$ cat src/rtl/pgs_pkg.sv
// Package: shared state type and decode helpers for the strap latch controller.
// Assumes strap level codes 00 = low, 01 = mid, 10/11 = high.
package pgs_pkg;

    typedef enum logic [2:0] {
        ST_WAIT   = 3'd0,
        ST_SETTLE = 3'd1,
        ST_RAMP   = 3'd2,
        ST_RUN    = 3'd3,
        ST_TEST   = 3'd4
    } seq_state_t;

    // True when a level code reads as high.
    function automatic logic lvl_high(input logic [1:0] lvl);
        return (lvl == 2'b10) || (lvl == 2'b11);
    endfunction

    // True when a level code reads as mid.
    function automatic logic lvl_mid(input logic [1:0] lvl);
        return (lvl == 2'b01);
    endfunction

    // CPU frequency in MHz for a code and table choice.
    function automatic logic [8:0] code_mhz(input logic [1:0] code, input logic dbl);
        logic [8:0] mhz;
        case (code)
            2'd0:    mhz = dbl ? 9'd200 : 9'd100;
            2'd1:    mhz = dbl ? 9'd400 : 9'd200;
            2'd2:    mhz = dbl ? 9'd266 : 9'd133;
            default: mhz = dbl ? 9'd333 : 9'd166;
        endcase
        return mhz;
    endfunction

endpackage

$ cat src/rtl/pgs_sync.sv
// Module: multi-stage synchroniser for the asynchronous power-good strobe.
// Assumes STAGES >= 2; resets to the inactive (high) level.
module pgs_sync #(
    parameter int STAGES = 2
) (
    input  logic clk_i,
    input  logic rst_n_i,
    input  logic async_i,
    output logic sync_o
);

    logic [STAGES-1:0] chain_q;

    // Shift the asynchronous level through the flop chain.
    always_ff @(posedge clk_i) begin
        if (!rst_n_i) chain_q <= '1;
        else          chain_q <= {chain_q[STAGES-2:0], async_i};
    end

    assign sync_o = chain_q[STAGES-1];

endmodule

$ cat src/rtl/pgs_dly_cnt.sv
// Module: loadable down-counter shared by the settle and ramp delays.
// Assumes the loader never asks it to decrement past zero.
module pgs_dly_cnt #(
    parameter int W = 8
) (
    input  logic         clk_i,
    input  logic         rst_n_i,
    input  logic         load_i,
    input  logic [W-1:0] load_val_i,
    input  logic         dec_i,
    output logic         done_o
);

    logic [W-1:0] cnt_q;

    // Load a new delay or count down one step.
    always_ff @(posedge clk_i) begin
        if (!rst_n_i)                 cnt_q <= '0;
        else if (load_i)              cnt_q <= load_val_i;
        else if (dec_i && cnt_q != 0) cnt_q <= cnt_q - 1'b1;
    end

    assign done_o = (cnt_q == '0);

    assert_no_wrap_R3: assert property (@(posedge clk_i) disable iff (!rst_n_i)
        (cnt_q == '0 && !load_i) |=> (cnt_q == '0));

endmodule

$ cat src/rtl/pgs_seq.sv
// Module: power-up sequencer: wait, settle, capture, ramp, run or test.
// Assumes pg_low_i is already synchronised; delay lengths are at least 2.
module pgs_seq
    import pgs_pkg::*;
#(
    parameter int SETTLE_CYC = 3600,
    parameter int RAMP_CYC   = 14318,
    parameter int CNT_W      = 14
) (
    input  logic             clk_i,
    input  logic             rst_n_i,
    input  logic             pg_low_i,
    input  logic             cnt_done_i,
    input  logic             fsb_mid_i,
    output logic             cnt_load_o,
    output logic [CNT_W-1:0] cnt_val_o,
    output logic             cnt_dec_o,
    output logic             capture_o,
    output seq_state_t       state_o
);

    localparam logic [CNT_W-1:0] SETTLE_LD = CNT_W'(SETTLE_CYC - 1);
    localparam logic [CNT_W-1:0] RAMP_LD   = CNT_W'(RAMP_CYC - 1);

    seq_state_t state_q, state_d;

    // Next-state and counter control decode.
    always_comb begin
        state_d    = state_q;
        cnt_load_o = 1'b0;
        cnt_val_o  = SETTLE_LD;
        cnt_dec_o  = 1'b0;
        capture_o  = 1'b0;
        case (state_q)
            ST_WAIT: begin
                if (pg_low_i) begin
                    cnt_load_o = 1'b1;
                    state_d    = ST_SETTLE;
                end
            end
            ST_SETTLE: begin
                if (cnt_done_i) begin
                    capture_o  = 1'b1;
                    cnt_load_o = 1'b1;
                    cnt_val_o  = RAMP_LD;
                    state_d    = fsb_mid_i ? ST_TEST : ST_RAMP;
                end else begin
                    cnt_dec_o = 1'b1;
                end
            end
            ST_RAMP: begin
                if (cnt_done_i) state_d = ST_RUN;
                else            cnt_dec_o = 1'b1;
            end
            default: state_d = state_q;
        endcase
    end

    // State register, cleared only by power-on reset.
    always_ff @(posedge clk_i) begin
        if (!rst_n_i) state_q <= ST_WAIT;
        else          state_q <= state_d;
    end

    assign state_o = state_q;

    assert_idle_until_pg_R2: assert property (@(posedge clk_i) disable iff (!rst_n_i)
        (state_q == ST_WAIT && !pg_low_i) |=> (state_q == ST_WAIT));

endmodule

$ cat src/rtl/pgs_strap_latch.sv
// Module: one-shot capture of the strap pins into code, strap bits and test flag.
// Assumes capture_i pulses once per power-up; cleared only by power-on reset.
module pgs_strap_latch
    import pgs_pkg::*;
(
    input  logic       clk_i,
    input  logic       rst_n_i,
    input  logic       capture_i,
    input  logic [1:0] fsa_lvl_i,
    input  logic [1:0] fsb_lvl_i,
    output logic [1:0] code_o,
    output logic [1:0] strap_o,
    output logic       test_o,
    output logic       valid_o
);

    logic [1:0] code_q;
    logic       test_q;
    logic       valid_q;

    // Capture the straps once and hold them until the next reset.
    always_ff @(posedge clk_i) begin
        if (!rst_n_i) begin
            code_q  <= 2'b00;
            test_q  <= 1'b0;
            valid_q <= 1'b0;
        end else if (capture_i && !valid_q) begin
            code_q  <= {lvl_high(fsa_lvl_i), lvl_high(fsb_lvl_i)};
            test_q  <= lvl_mid(fsb_lvl_i);
            valid_q <= 1'b1;
        end
    end

    assign code_o  = code_q;
    assign strap_o = {code_q[0], code_q[1]};
    assign test_o  = test_q;
    assign valid_o = valid_q;

    assert_frozen_after_capture_R8: assert property (@(posedge clk_i) disable iff (!rst_n_i)
        (valid_q && $past(valid_q)) |-> ($stable(code_q) && $stable(test_q)));

endmodule

$ cat src/rtl/pgood_strap_ctrl.sv
// Module: top of the power-good strap latch controller.
// Sequences power-up, captures straps once, drives output enable and test select.
// Assumes SETTLE_CYC and RAMP_CYC are at least 2 reference-clock cycles.
module pgood_strap_ctrl
    import pgs_pkg::*;
#(
    parameter int SETTLE_CYC  = 3600,
    parameter int RAMP_CYC    = 14318,
    parameter int SYNC_STAGES = 2
) (
    input  logic       clk_i,
    input  logic       rst_n_i,
    input  logic       pwrgd_n_i,
    input  logic [1:0] fsa_lvl_i,
    input  logic [1:0] fsb_lvl_i,
    input  logic       dbl_rate_i,
    output logic [1:0] cpu_code_o,
    output logic [8:0] cpu_mhz_o,
    output logic [1:0] strap_fs_o,
    output logic       straps_valid_o,
    output logic       test_mode_o,
    output logic       hiz_sel_o,
    output logic       out_en_o
);

    localparam int MAX_CYC = (SETTLE_CYC > RAMP_CYC) ? SETTLE_CYC : RAMP_CYC;
    localparam int CNT_W   = $clog2(MAX_CYC);

    logic             pg_sync;
    logic             cnt_load, cnt_dec, cnt_done, capture;
    logic [CNT_W-1:0] cnt_val;
    seq_state_t       state;
    logic [1:0]       code;
    logic             test, valid;

    pgs_sync #(.STAGES(SYNC_STAGES)) sync_i (
        .clk_i   (clk_i),
        .rst_n_i (rst_n_i),
        .async_i (pwrgd_n_i),
        .sync_o  (pg_sync)
    );

    pgs_dly_cnt #(.W(CNT_W)) cnt_i (
        .clk_i      (clk_i),
        .rst_n_i    (rst_n_i),
        .load_i     (cnt_load),
        .load_val_i (cnt_val),
        .dec_i      (cnt_dec),
        .done_o     (cnt_done)
    );

    pgs_seq #(.SETTLE_CYC(SETTLE_CYC), .RAMP_CYC(RAMP_CYC), .CNT_W(CNT_W)) seq_i (
        .clk_i      (clk_i),
        .rst_n_i    (rst_n_i),
        .pg_low_i   (!pg_sync),
        .cnt_done_i (cnt_done),
        .fsb_mid_i  (lvl_mid(fsb_lvl_i)),
        .cnt_load_o (cnt_load),
        .cnt_val_o  (cnt_val),
        .cnt_dec_o  (cnt_dec),
        .capture_o  (capture),
        .state_o    (state)
    );

    pgs_strap_latch latch_i (
        .clk_i     (clk_i),
        .rst_n_i   (rst_n_i),
        .capture_i (capture),
        .fsa_lvl_i (fsa_lvl_i),
        .fsb_lvl_i (fsb_lvl_i),
        .code_o    (code),
        .strap_o   (strap_fs_o),
        .test_o    (test),
        .valid_o   (valid)
    );

    // Output decode: enable in run, live strap-A select in test, frequency in normal mode.
    always_comb begin
        out_en_o       = (state == ST_RUN);
        hiz_sel_o      = test && lvl_high(fsa_lvl_i);
        cpu_mhz_o      = (valid && !test) ? code_mhz(code, dbl_rate_i) : 9'd0;
        cpu_code_o     = code;
        test_mode_o    = test;
        straps_valid_o = valid;
    end

    assert_oe_excludes_test_R9: assert property (@(posedge clk_i) disable iff (!rst_n_i)
        out_en_o |-> !test_mode_o);

    assert_test_sticky_R9: assert property (@(posedge clk_i) disable iff (!rst_n_i)
        test_mode_o |=> test_mode_o);

    assert_oe_sticky_R4: assert property (@(posedge clk_i) disable iff (!rst_n_i)
        out_en_o |=> out_en_o);

    assert_oe_after_valid_R4: assert property (@(posedge clk_i) disable iff (!rst_n_i)
        out_en_o |-> straps_valid_o);

endmodule

$ cat config.mk
export PLATFORM = sky130hd
export DESIGN_NAME = pgood_strap_ctrl
export DESIGN_NICKNAME = d
export VERILOG_FILES = /design/src/rtl/pgs_pkg.sv /design/src/rtl/pgs_sync.sv /design/src/rtl/pgs_dly_cnt.sv /design/src/rtl/pgs_seq.sv /design/src/rtl/pgs_strap_latch.sv /design/src/rtl/pgood_strap_ctrl.sv
export SDC_FILE = /design/constraint.sdc
export NUM_CORES = 1
export LEC_CHECK = 0
export BUFFER_PORTS_ARGS = -buffer_cell sky130_fd_sc_hd__buf_2
export CORE_ASPECT_RATIO = 0.8
export CORE_MARGIN = 2
export CORE_UTILIZATION = 50
export DETAILED_ROUTE_END_ITERATION = 10
export GPL_ROUTABILITY_DRIVEN = 0
export PLACE_DENSITY = 0.75
export SLEW_MARGIN = 20
export SYNTH_ARGS = -nofsm -noshare
export SYNTH_HDL_FRONTEND = slang
export SYNTH_HIERARCHICAL = 1
export SYNTH_SLANG_ARGS = --single-unit
$ cat constraint.sdc
create_clock -name clk_i -period 2.75 [get_ports clk_i]
set_clock_uncertainty 0.2 [all_clocks]
set_input_delay 0.55 -clock clk_i [delete_from_list [all_inputs] [get_ports clk_i]]
set_output_delay 0.55 -clock clk_i [all_outputs]
set_load 0.01 [all_outputs]
### After elaboration in Yosys (flattened, before gate mapping)

Cells that the tools add are included.

| storage, ports and cells | value |
|---|---|
| word-level logic and storage cells | 57 |
| output and inout bits | 17 |
| input bits | 8 |
| bits in registers | 23 |

| operators by class | value |
|---|---|
| equality and inequality tests | 13 |
| reductions and logical operators | 16 |
| muxes and demuxes | 21 |
| add/subtract/negate cells | 1 |

Operator list:

| cell | count |
|---|---|
| $mux W14 | 4 |
| $mux W9 | 4 |
| $pmux W9 S3 | 1 |
| $logic_not A14 Y1 | 1 |
| $reduce_bool A14 Y1 | 1 |
| $sub A14 B1 Y14 const B | 1 |
| $mux W3 | 4 |
| $eq A2 B2 Y1 const B | 5 |
| $pmux W3 S3 | 1 |
| $mux W8 | 1 |
| $eq A3 B2 Y1 const B | 2 |
| $ne A2 B2 Y1 const B | 3 |
| $mux W1 | 5 |
| $eq A2 B1 Y1 const B | 2 |
| $logic_and A1 B1 Y1 | 4 |
| $reduce_and A4 Y1 | 1 |
| $eq A3 B1 Y1 const B | 1 |
| $logic_not A3 Y1 | 1 |
| $reduce_bool A3 Y1 | 1 |
| $logic_not A1 Y1 | 2 |
| $logic_not A2 Y1 | 1 |
| $logic_or A1 B1 Y1 | 2 |
| $pmux W1 S2 | 1 |
| $reduce_bool A2 Y1 | 1 |
| $reduce_or A2 Y1 | 1 |

### Logic depth before layout (Yosys ltp)

Gate-level depths: netlist of the first run.

| logic depth | value |
|---|---|
| word-level depth | 6 |
| gate-level depth with buffers | 11 |
| depth with buffers taken out | 10 |

### Modules after synthesis

Netlist of the first run, hierarchy kept.

By module, submodules not included:

| module | instances | area an instance (µm²) | sequential area each (µm²) | cells an instance |
|---|---|---|---|---|
| pgs_dly_cnt | 1 | 858.3 | 280.3 | 99 |
| pgs_seq | 1 | 281.5 | 60.1 | 36 |
| pgood_strap_ctrl | 1 | 178.9 | 0.0 | 27 |
| pgs_strap_latch | 1 | 171.4 | 80.1 | 15 |
| pgs_sync | 1 | 52.6 | 40.0 | 4 |

### Least setup slack after synthesis of the first run

No wires, ideal clock.

| timing path | value |
|---|---|
| path type | flip-flop to flip-flop |
| start point | reg cnt_i.cnt_q[0] |
| end point | reg cnt_i.cnt_q[12] |
| cell stages (with the launch flop) | 12 |
| arrival time | 2539 ps |
| period minus slack after synthesis | 2865 ps |
| slack | -115 ps |
| buffers on the path | 2 |
| data required time | 2425 ps |
| setup time | 125 ps |
| path through | dfxtp_1 > inv_1 > ha_1 > or4b_1 > nor4_4 > nand2_2 > a211oi_1 > clkbuf_1 > inv_1 > clkbuf_1 > o21ai_0 > a21oi_1 |

| between the ends | value |
|---|---|
| elaborated cells between the ends (all ways) | 13 |
| those cells by class | add/sub (1); mux (8); reduce/logical (4) |

RTL lines:

| element | line | text |
|---|---|---|
| start: declaration | pgs_dly_cnt.sv:14 | `logic [W-1:0] cnt_q;` |
| start signal: assignment | pgs_dly_cnt.sv:19 | `else if (load_i) cnt_q <= load_val_i;` |
| start signal: assignment | pgs_dly_cnt.sv:20 | `else if (dec_i && cnt_q != 0) cnt_q <= cnt_q - 1'b1;` |
| $logic_not A14 Y1 (*) | pgs_dly_cnt.sv:23 | `assign done_o = (cnt_q == '0);` |
| named net cnt_done | pgood_strap_ctrl.sv:30 | `logic cnt_load, cnt_dec, cnt_done, capture;` |
| $mux W1 (*) | pgs_seq.sv:42 | `if (cnt_done_i) begin` |
| $pmux W1 S2 (*) | pgs_seq.sv:34 | `case (state_q)` |
| named net cnt_load | pgood_strap_ctrl.sv:30 |  |
| $mux W14 or $reduce_bool A2 Y1 (tied branches) | -- |  |

Mark *: on every way through the listed nets, which the timed path passes. The rest lies on a longest branch. The select of a mux whose other input is x is not followed.
A chain may end at the register's enable or synchronous reset.

### Worst setup path after layout of the first run

| timing path | value |
|---|---|
| start point | reg cnt_i.cnt_q[8] |
| end point | reg latch_i.test_q, in the netlist latch_i/test_o |

| between the ends | value |
|---|---|
| longest elaborated chain between the ends | 4 |

Ends and longest elaborated chain:

| element | line | text |
|---|---|---|
| $logic_not A14 Y1 | pgs_dly_cnt.sv:23 |  |
| named net cnt_done | pgood_strap_ctrl.sv:30 |  |
| $mux W1 | pgs_seq.sv:42 |  |
| $mux W1 | pgs_seq.sv:34 |  |
| named net capture | pgood_strap_ctrl.sv:30 |  |
| $logic_and A1 B1 Y1 | pgs_strap_latch.sv:27 | `end else if (capture_i && !valid_q) begin` |
| end signal: assignment | pgs_strap_latch.sv:29 | `test_q <= lvl_mid(fsb_lvl_i);` |
| end: declaration | pgs_strap_latch.sv:18 | `logic test_q;` |

The timed path passes the listed nets, and every way through them passes these cells.

==> impl_metrics.env, run 1 <==
export IMPL_mostFrequentLayoutCell="buf_2"
export IMPL_track_usage=0.187
export IMPL_drt_wl_total_microns=3160
export IMPL_syn2layout_area_growth_pct=11.5
export IMPL_ant_nets=0
export IMPL_finalHoldViolCount=0
export IMPL_slew_violations=0
export IMPL_core_region_area_sq_um=3020
export IMPL_nNetsFinal=208
export IMPL_crit_path_start_kind="flip-flop"
export IMPL_synth_simple_gate_area_frac=0.302
export IMPL_synth_area_mux_share=0.0324
export IMPL_die_h_microns=53.7
export IMPL_yosysSeqAreaShare=0.298
export IMPL_internal_power_w=0.000716
export IMPL_syn_area_sq_um=1540
export IMPL_synth_cell_type_count=51
export IMPL_power_frac_clock=0.191
export IMPL_async_flop_share=0
export IMPL_antennaDiodeCount=0
export IMPL_start_util=0.511
export IMPL_num_vias=1325
export IMPL_routedWlPerCell_microns=13.3
export IMPL_dp_cells=233
export IMPL_synthXorXnorAreaFrac=0.0284
export IMPL_post_route_cells_drive_above_1_share=0.323
export IMPL_cts_tree="built"
export IMPL_numCtsBuffers=3
export IMPL_power_leakage_nw=0.708
export IMPL_cts_buffer_depth=2
export IMPL_worst_slack_ps=104
export IMPL_remaining_drc_errors=0
export IMPL_drt_pass1_iterations=4
export IMPL_drt_iter0_drc=72
export IMPL_synth_top_family_by_area="simple AND/OR/NAND/NOR gates"
export IMPL_root_buffer="clkbuf_8"
export IMPL_place_port_buffers=23
export IMPL_tightestPinTransition_ps=499
export IMPL_cts_htree_levels=1
export IMPL_numClockSinks=23
export IMPL_seqPwrFrac=0.389
export IMPL_layout_common_cells="23 x buf_2, 21 x dfxtp_1, 14 x o21ai_0, 9 x buf_4, 8 x a21oi_1"
export IMPL_num_io_pins=25
export IMPL_synth_compound_area_frac=0.205
export IMPL_grt_pass1_wl_microns=5070
export IMPL_relSlewSlack=0.664
export IMPL_fin_cells=238
export IMPL_hpwl_microns=2340
export IMPL_grt_overflow_total=0
export IMPL_dieWidth_microns=66.1
export IMPL_critPathMaxFanout=8
export IMPL_cp_arrival_ps=2620
export IMPL_place_ws_ps=7.01
export IMPL_fin_crit_ps=2650
export IMPL_finalSetupViolCount=0
export IMPL_ys_ff_latch=23
export IMPL_critPathKind="reg -> reg"
export IMPL_cp_required_ps=2720
export IMPL_synth_edf_count=0
export IMPL_antenna_found_initial=0
export IMPL_ir_drop_v=0.000525
export IMPL_whs_ps=224
export IMPL_worstHoldPathType="reg -> reg"
export IMPL_yosys_most_used_dff="dfxtp_1"
export IMPL_rsz0062_at_grt="yes"
export IMPL_postCtsHoldBufs=0
export IMPL_grt_pass1_vias=1196
export IMPL_status="finished clean"
export IMPL_comb_power_share=0.420
export IMPL_synth_adder_area_share=0.00811
export IMPL_clock_latency_ps=270
export IMPL_yosysWarnings=6
export IMPL_grt_start_max_net_pins=25
export IMPL_fin_setup_tns_ps=0
export IMPL_die_area_sq_um=3550
export IMPL_fp_row_count=18
export IMPL_period_share=0.962
export IMPL_switching_share=0.372
export IMPL_drv_cap=0
export IMPL_p_switching_w=0.000425
export IMPL_endpoint_kind="flip-flop"
export IMPL_routed_via_density=5.57
export IMPL_avgSynthCellArea_sq_um=8.52
export IMPL_fmax_mhz=378
export IMPL_powerDensity_nw_per_um2=663
export IMPL_path_clk_slew_ps=90
export IMPL_syn_inst=181
power groups by stage:
stage / registers [W] / logic [W] / clock network, W
floorplan: 0.000433 / 0.000368 / 0
detailed placement: 0.000446 / 0.000460 / 0
CTS: 0.000440 / 0.000460 / 0.000226
global route: 0.000450 / 0.000537 / 0.000239
finish: 0.000443 / 0.000479 / 0.000218
global placement: 0.000442 / 0.000441 / 0
cell type report:
class,count,area (sq um)
multi-input combinational,131,941
inverter,8,35.0
timing repair buffer,32,183
clock buffer,3,41.3
sequential,23,463
clock inverter,1,7.51
fill,295,1300
tap,40,50.0
cell usage after synthesis, types with 2 or more instances:
master	count	area share
dfxtp_1	23	0.30
buf_4	16	0.078
o21ai_0	14	0.045
a21oi_1	8	0.026
nor3_1	8	0.026
inv_1	7	0.017
nand2b_1	7	0.028
a31oi_1	6	0.024
nor2b_1	6	0.024
mux2i_1	5	0.032
nor2_1	5	0.012
o21a_1	5	0.024
xnor2_1	5	0.028
clkbuf_1	4	0.0097
nand2_1	4	0.0097
nor4_1	4	0.016
or3_1	4	0.016
or4_1	4	0.019
nand3_1	3	0.0097
o31ai_1	3	0.015
a211oi_1	2	0.0097
and2b_2	2	0.011
conb_1	2	0.0049
nand4_1	2	0.0081
nor2b_4	2	0.018
o211a_1	2	0.013
o311a_1	2	0.013
or2_2	2	0.0081
or3_2	2	0.0097
per-stage QoR:
step                area (sq um)  utilization  power (W)
global placement            1650        0.546   0.000883
floorplan                   1580            -   0.000801
CTS                         1700        0.562    0.00113
global route                1720        0.570    0.00123
finish                      1720        0.570    0.00114
detailed placement          1650        0.546   0.000906
path summary, 6_finish.rpt:
kind / start / to / slack (ps) / cells after the start
max: cnt_i/cnt_q[8] / latch_i/test_o / 100 / 8
max reg2reg: cnt_i/cnt_q[8] / latch_i/test_o / 100 / 8
min reg2reg: sync_i/chain_q[0] / sync_i/chain_q[1] / 220 / 1
min: sync_i/chain_q[0] / sync_i/chain_q[1] / 220 / 1
routing by layer:
metal,GRT usage,routed length [microns],up-vias
met5,0,0,-
met4,0.0714,55,0
met3,0.0481,160,8
met2,0.327,1520,30
met1,0.222,1420,615
li1,-,-,672
critical path: stages, from the launching register on:
cell     delay [ps]
dfxtp_1         360
or4_4           570
nor4_4          330
nand2_2         130
or3_4           390
inv_6            90
nor2b_4         180
mux2i_1         220
nor2b_1          70
flip-flops by register name, indices dropped and copies added (netlist names):
name             count
sync_i/chain_q       2
latch_i/valid_o      1
cnt_i/cnt_q         14
latch_i/test_o       1
seq_i/state_o        3
latch_i/code_o       2
cells by family (layout without fill, tap and decap cells):
| family | after synthesis | count (layout) |
|---|---|---|
| other cells | 2 | 6 |
| compound gates | 46 | 46 |
| simple gates | 68 | 68 |
| fa+ha+maj | 1 | 1 |
| mux | 5 | 5 |
| flops | 23 | 23 |
| buf+inv | 31 | 44 |
| xor+xnor | 5 | 5 |
what timing repair did:
item / CTS / global route
buffers inserted: 0 / 1
endpoints found under the setup margin: 2 / 10
gates resized for setup: 1 / 5
gates cloned: 0 / 0
pin swaps: 1 / 3
(Power assumes the default switching activity.)
==> inputs of run 2 (changes only) <==
- CELL_PAD_IN_SITES_DETAIL_PLACEMENT: unset -> 1
- CELL_PAD_IN_SITES_GLOBAL_PLACEMENT: unset -> 2
- CORE_UTILIZATION: 50 -> 30
- PLACE_DENSITY: 0.75 -> unset
- PLACE_DENSITY_LB_ADDON: unset -> 0.1
==> run 2 against run 1 <==
Die area is 62% higher. Via count is 3.5% higher. Critical path depth grew 2. Sequential share of layout area decreased by 1.5 points. Non-clock buffer count is 11 higher. Worst hold slack worse by 5.4 ps. Critical endpoint is now latch_i/code_o[1].
==> impl_metrics.env, run 2 (same netlist as run 1, synthesis figures left out) <==
export IMPL_status="finished clean"
export IMPL_start_util=0.310
export IMPL_cp_required_ps=2710
export IMPL_antenna_found_initial=0
export IMPL_mostFrequentLayoutCell="buf_2"
export IMPL_drt_iter0_drc=36
export IMPL_grt_pass1_vias=1291
export IMPL_slew_violations=0
export IMPL_worst_path_buf_inv=2
export IMPL_crit_path_start_kind="flip-flop"
export IMPL_finalHoldViolCount=0
export IMPL_hold_start="sync_i/chain_q[0]"
export IMPL_num_io_pins=25
export IMPL_antennaDiodeCount=0
export IMPL_layout_common_cells="23 x buf_2, 21 x dfxtp_1, 20 x buf_4, 13 x o21ai_0, 8 x a21oi_1"
export IMPL_remaining_drc_errors=0
export IMPL_crit_slowest_cell="or4b_4"
export IMPL_postCtsHoldBufs=0
export IMPL_power_total_w=0.00119
export IMPL_numClockSinks=23
export IMPL_grt_pass1_wl_microns=6430
export IMPL_rsz0062_at_grt="yes"
export IMPL_power_leakage_nw=0.763
export IMPL_die_h_microns=68.1
export IMPL_numCtsBuffers=3
export IMPL_cts_htree_levels=1
export IMPL_switching_share=0.375
export IMPL_fin_crit_ps=2640
export IMPL_rr_worst_depth=10
export IMPL_seqPwrFrac=0.365
export IMPL_endpoint_kind="flip-flop"
export IMPL_comb_power_share=0.455
export IMPL_fin_setup_tns_ps=0
export IMPL_min_to="sync_i/chain_q[1]"
export IMPL_die_area_sq_um=5740
export IMPL_clock_latency_ps=270
export IMPL_num_vias=1372
export IMPL_fp_row_count=23
export IMPL_hpwl_microns=2920
export IMPL_power_frac_clock=0.180
export IMPL_routedWlPerCell_microns=14.6
export IMPL_fill_cells=619
export IMPL_syn2layout_area_growth_pct=18.1
export IMPL_root_buffer="clkbuf_8"
export IMPL_place_port_buffers=23
export IMPL_period_share=0.959
export IMPL_core_region_area_sq_um=4980
export IMPL_ir_drop_v=0.000239
export IMPL_p_switching_w=0.000447
export IMPL_dp_cells=262
export IMPL_final_core_util=0.366
export IMPL_fmax_mhz=379
export IMPL_critPathKind="reg -> reg"
export IMPL_finalSetupViolCount=0
export IMPL_cts_buffer_depth=2
export IMPL_drt_pass1_iterations=4
export IMPL_dieWidth_microns=84.2
export IMPL_reg2reg_from="cnt_i/cnt_q[1]"
export IMPL_whs_ps=219
export IMPL_routed_via_density=5.06
export IMPL_r2r_setup_slack_ps=110
export IMPL_powerDensity_nw_per_um2=655
export IMPL_cp_arrival_ps=2600
export IMPL_max_stage_delay_ps=480
export IMPL_post_route_cells_drive_above_1_share=0.354
export IMPL_worstHoldPathType="reg -> reg"
export IMPL_drt_wl_total_microns=3960
export IMPL_critical_path_top_delay_family="simple AND/OR/NAND/NOR gates"
export IMPL_critPathMaxFanout=3
export IMPL_nNetsFinal=219
export IMPL_grt_overflow_total=0
export IMPL_drv_cap=0
export IMPL_fin_cells=271
export IMPL_track_usage=0.141
export IMPL_internal_power_w=0.000746
export IMPL_reg2reg_to="latch_i/code_o[1]"
export IMPL_regMostFlops="cnt_i/cnt_q"
export IMPL_worstHoldPathCells=1
export IMPL_path_cells="inv_2 -> ha_4 -> or4b_4 -> nor4_4 -> nand2_2 -> or3_4 -> inv_4 -> nor2b_4 -> mux2i_1 -> nor2b_1"
export IMPL_largest_reg_flops=14
export IMPL_path_clk_slew_ps=90
export IMPL_grt_start_max_net_pins=26
export IMPL_cts_tree="built"
export IMPL_ant_nets=0
[run 2: cell type report]
| cell class | count | area [sq um] | area share |
|---|---|---|---|
| Tap cell | 62 | 77.6 | 0.0426 |
| Sequential cell | 23 | 463 | 0.254 |
| Multi-Input combinational cell | 131 | 937 | 0.514 |
| Inverter | 8 | 32.5 | 0.0179 |
| Clock buffer | 3 | 41.3 | 0.0227 |
| Timing Repair Buffer | 43 | 265 | 0.146 |
| Clock inverter | 1 | 5.00 | 0.00275 |
[run 2: worst max path at each step]
stage | from | endpoint | slack, ps | depth (start not counted)
detailed placement | cnt_i/cnt_q[1] | cnt_i/cnt_q[13] | -140 | 9
floorplan | cnt_i/cnt_q[0] | latch_i/code_o[0] | -30 | 10
global placement | cnt_i/cnt_q[1] | cnt_i/cnt_q[12] | 40 | 11
global route | cnt_i/cnt_q[1] | latch_i/test_o | -60 | 10
CTS | cnt_i/cnt_q[1] | latch_i/code_o[1] | 20 | 10
finish | cnt_i/cnt_q[1] | latch_i/code_o[1] | 110 | 10
[run 2: power groups by stage]
| stage | clock (W) | sequential, W | combinational (W) |
|---|---|---|---|
| detailed placement | 0 | 0.000442 | 0.000523 |
| CTS | 0.000228 | 0.000435 | 0.000530 |
| finish | 0.000215 | 0.000435 | 0.000543 |
| global placement | 0 | 0.000439 | 0.000503 |
| global route | 0.000244 | 0.000443 | 0.000598 |
| floorplan | 0 | 0.000433 | 0.000368 |
[run 2: per-stage QoR]
stage / instance area, sq um / setup slack [ps]
3_3_place_gp: 1730 / 39.2
6_report: 1820 / 113
3_5_place_dp: 1730 / -144
2_1_floorplan: 1580 / -29.8
4_1_cts: 1780 / 18.6
5_1_grt: 1820 / -61.0
[run 2: per-layer routing]
| layer | wire length [microns] | GRT usage | vias to the layer above |
|---|---|---|---|
| li1 | - | - | 691 |
| met1 | 1940 | 0.182 | 665 |
| met2 | 1880 | 0.247 | 14 |
| met3 | 119 | 0.0338 | 2 |
| met4 | 17 | 0.0242 | 0 |
| met5 | 0 | 0 | - |
[run 2: what timing repair did]
action / in CTS / in global routing
buffers inserted: 0 / 5
gates resized for setup: 3 / 2
endpoints found under the hold margin: 0 / 0
pin swaps: 0 / 4
endpoints found under the setup margin: 9 / 7
==> inputs of run 3 (changes only) <==
- MAX_ROUTING_LAYER: unset -> met4
- TNS_END_PERCENT: unset -> 100
==> run 3 against run 2 <==
Total power hardly changed. Routed wire length did not move. Sequential power barely moved. First-iteration DRC count is the same. Core utilization unchanged. Clock-buffer cell count did not move. Sequential share of layout area did not move. Register-to-register slack about the same. Non-clock buffer count unchanged. Cell area did not move. Global-route usage is 0.42 points higher. Flip-flop and latch count is the same. Critical path type unchanged. Highest routed layer unchanged.
==> impl_metrics.env, run 3 (same netlist as run 1, synthesis figures left out) <==
export IMPL_fin_crit_ps=2640
export IMPL_cp_arrival_ps=2600
export IMPL_endpoint_kind="flip-flop"
export IMPL_design_area_sq_um=1820
export IMPL_period_share=0.959
export IMPL_crit_path_start_kind="flip-flop"
export IMPL_core_region_area_sq_um=4980
export IMPL_routed_via_density=5.06
export IMPL_drt_wl_total_microns=3960
export IMPL_dpl_instance_area_sq_um=1730
export IMPL_worstHoldPathCells=1
export IMPL_critPathKind="reg -> reg"
export IMPL_crit_slowest_cell="or4b_4"
export IMPL_die_h_microns=68.1
export IMPL_grt_start_max_net_pins=26
export IMPL_num_vias=1372
export IMPL_routedWlPerCell_microns=14.6
export IMPL_cts_buffer_depth=2
export IMPL_die_area_sq_um=5740
export IMPL_place_port_buffers=23
export IMPL_track_usage=0.146
export IMPL_max_stage_delay_ps=480
export IMPL_worst_path_buf_inv=2
export IMPL_r2r_setup_slack_ps=110
export IMPL_drt_pass1_iterations=4
export IMPL_cts_tree="built"
export IMPL_path_clk_slew_ps=90
export IMPL_numCtsBuffers=3
export IMPL_regMostFlops="cnt_i/cnt_q"
export IMPL_largest_reg_flops=14
export IMPL_antenna_found_initial=0
export IMPL_nNetsFinal=219
export IMPL_min_to="sync_i/chain_q[1]"
export IMPL_finalSetupViolCount=0
export IMPL_mostFrequentLayoutCell="buf_2"
export IMPL_postCtsHoldBufs=0
export IMPL_rsz0062_at_grt="yes"
export IMPL_dieWidth_microns=84.2
export IMPL_clock_latency_ps=270
export IMPL_start_util=0.310
export IMPL_antennaDiodeCount=0
export IMPL_fp_row_count=23
export IMPL_post_route_cells_drive_above_1_share=0.354
export IMPL_ir_drop_v=0.000239
export IMPL_hold_start="sync_i/chain_q[0]"
export IMPL_grt_pass1_vias=1291
export IMPL_fin_cells=271
export IMPL_reg2reg_from="cnt_i/cnt_q[1]"
export IMPL_syn2layout_area_growth_pct=18.1
export IMPL_slew_violations=0
export IMPL_layout_common_cells="23 x buf_2, 21 x dfxtp_1, 20 x buf_4, 13 x o21ai_0, 8 x a21oi_1"
export IMPL_cts_htree_levels=1
export IMPL_finalHoldViolCount=0
export IMPL_grt_pass1_wl_microns=6430
export IMPL_root_buffer="clkbuf_8"
export IMPL_drt_iter0_drc=36
export IMPL_critPathMaxFanout=3
export IMPL_critical_path_top_delay_family="simple AND/OR/NAND/NOR gates"
export IMPL_reg2reg_to="latch_i/code_o[1]"
export IMPL_worstHoldPathType="reg -> reg"
export IMPL_numClockSinks=23
export IMPL_hpwl_microns=2920
export IMPL_dp_cells=262
export IMPL_fmax_mhz=379
export IMPL_power_leakage_nw=0.763
export IMPL_grt_overflow_total=0
export IMPL_path_cells="inv_2 -> ha_4 -> or4b_4 -> nor4_4 -> nand2_2 -> or3_4 -> inv_4 -> nor2b_4 -> mux2i_1 -> nor2b_1"
export IMPL_rr_worst_depth=10
export IMPL_drv_cap=0
export IMPL_status="finished clean"
export IMPL_powerDensity_nw_per_um2=655
export IMPL_ant_nets=0
export IMPL_remaining_drc_errors=0
export IMPL_cp_required_ps=2710
export IMPL_num_io_pins=25
==> run 3: cell counts in the layout (fill, tap and decap cells not counted) <==
No cell type changed its count.
==> run 3: worst max path at each step <==
stage | from | endpoint | slack [ps] | cells after the start
finish | cnt_i/cnt_q[1] | latch_i/code_o[1] | 110 | 10
global route | cnt_i/cnt_q[1] | latch_i/test_o | -60 | 10
CTS | cnt_i/cnt_q[1] | latch_i/code_o[1] | 20 | 10
detailed placement | cnt_i/cnt_q[1] | cnt_i/cnt_q[13] | -140 | 9
global placement | cnt_i/cnt_q[1] | cnt_i/cnt_q[12] | 40 | 11
floorplan | cnt_i/cnt_q[0] | latch_i/code_o[0] | -30 | 10
==> run 3: layout make-up <==
class                      count  area (sq um)
clock inverter                 1          5.00
tap                           62          77.6
timing repair buffer          43           265
inverter                       8          32.5
multi-input combinational    131           937
sequential                    23           463
clock buffer                   3          41.3
fill                         619          3160
==> run 3: timing repair <==
item,in CTS,in global routing
pin swaps,0,4
cloned,0,0
buffers inserted,0,5
gates resized for setup,3,2
endpoints found under the setup margin,9,7
==> run 3: per-layer routing <==
| metal | wire [microns] | GRT usage |
|---|---|---|
| met1 | 1940 | 0.182 |
| met2 | 1880 | 0.247 |
| met5 | 0 | - |
| met3 | 118 | 0.0338 |
| met4 | 17 | 0.0242 |
==> run 3: power by group <==
part	internal [W]	total, W	leakage (nW)	switching, W
logic	0.000263	0.000543	0.549	0.000280
registers	0.000381	0.000435	0.189	0.0000539
clock network	0.000101	0.000215	0.0255	0.000113
==> run 3: metrics by stage <==
step           setup WS, ps  setup TNS (ps)  hold WS [ps]   util  power (W)
6_report                113               0           219  0.366    0.00119
2_1_floorplan         -29.8           -89.2           186      -   0.000801
5_1_grt               -61.0           -92.5           243  0.366    0.00129
3_5_place_dp           -144            -395           201  0.347   0.000965
3_3_place_gp           39.2               0           202  0.347   0.000942
4_1_cts                18.6               0           228  0.358    0.00119
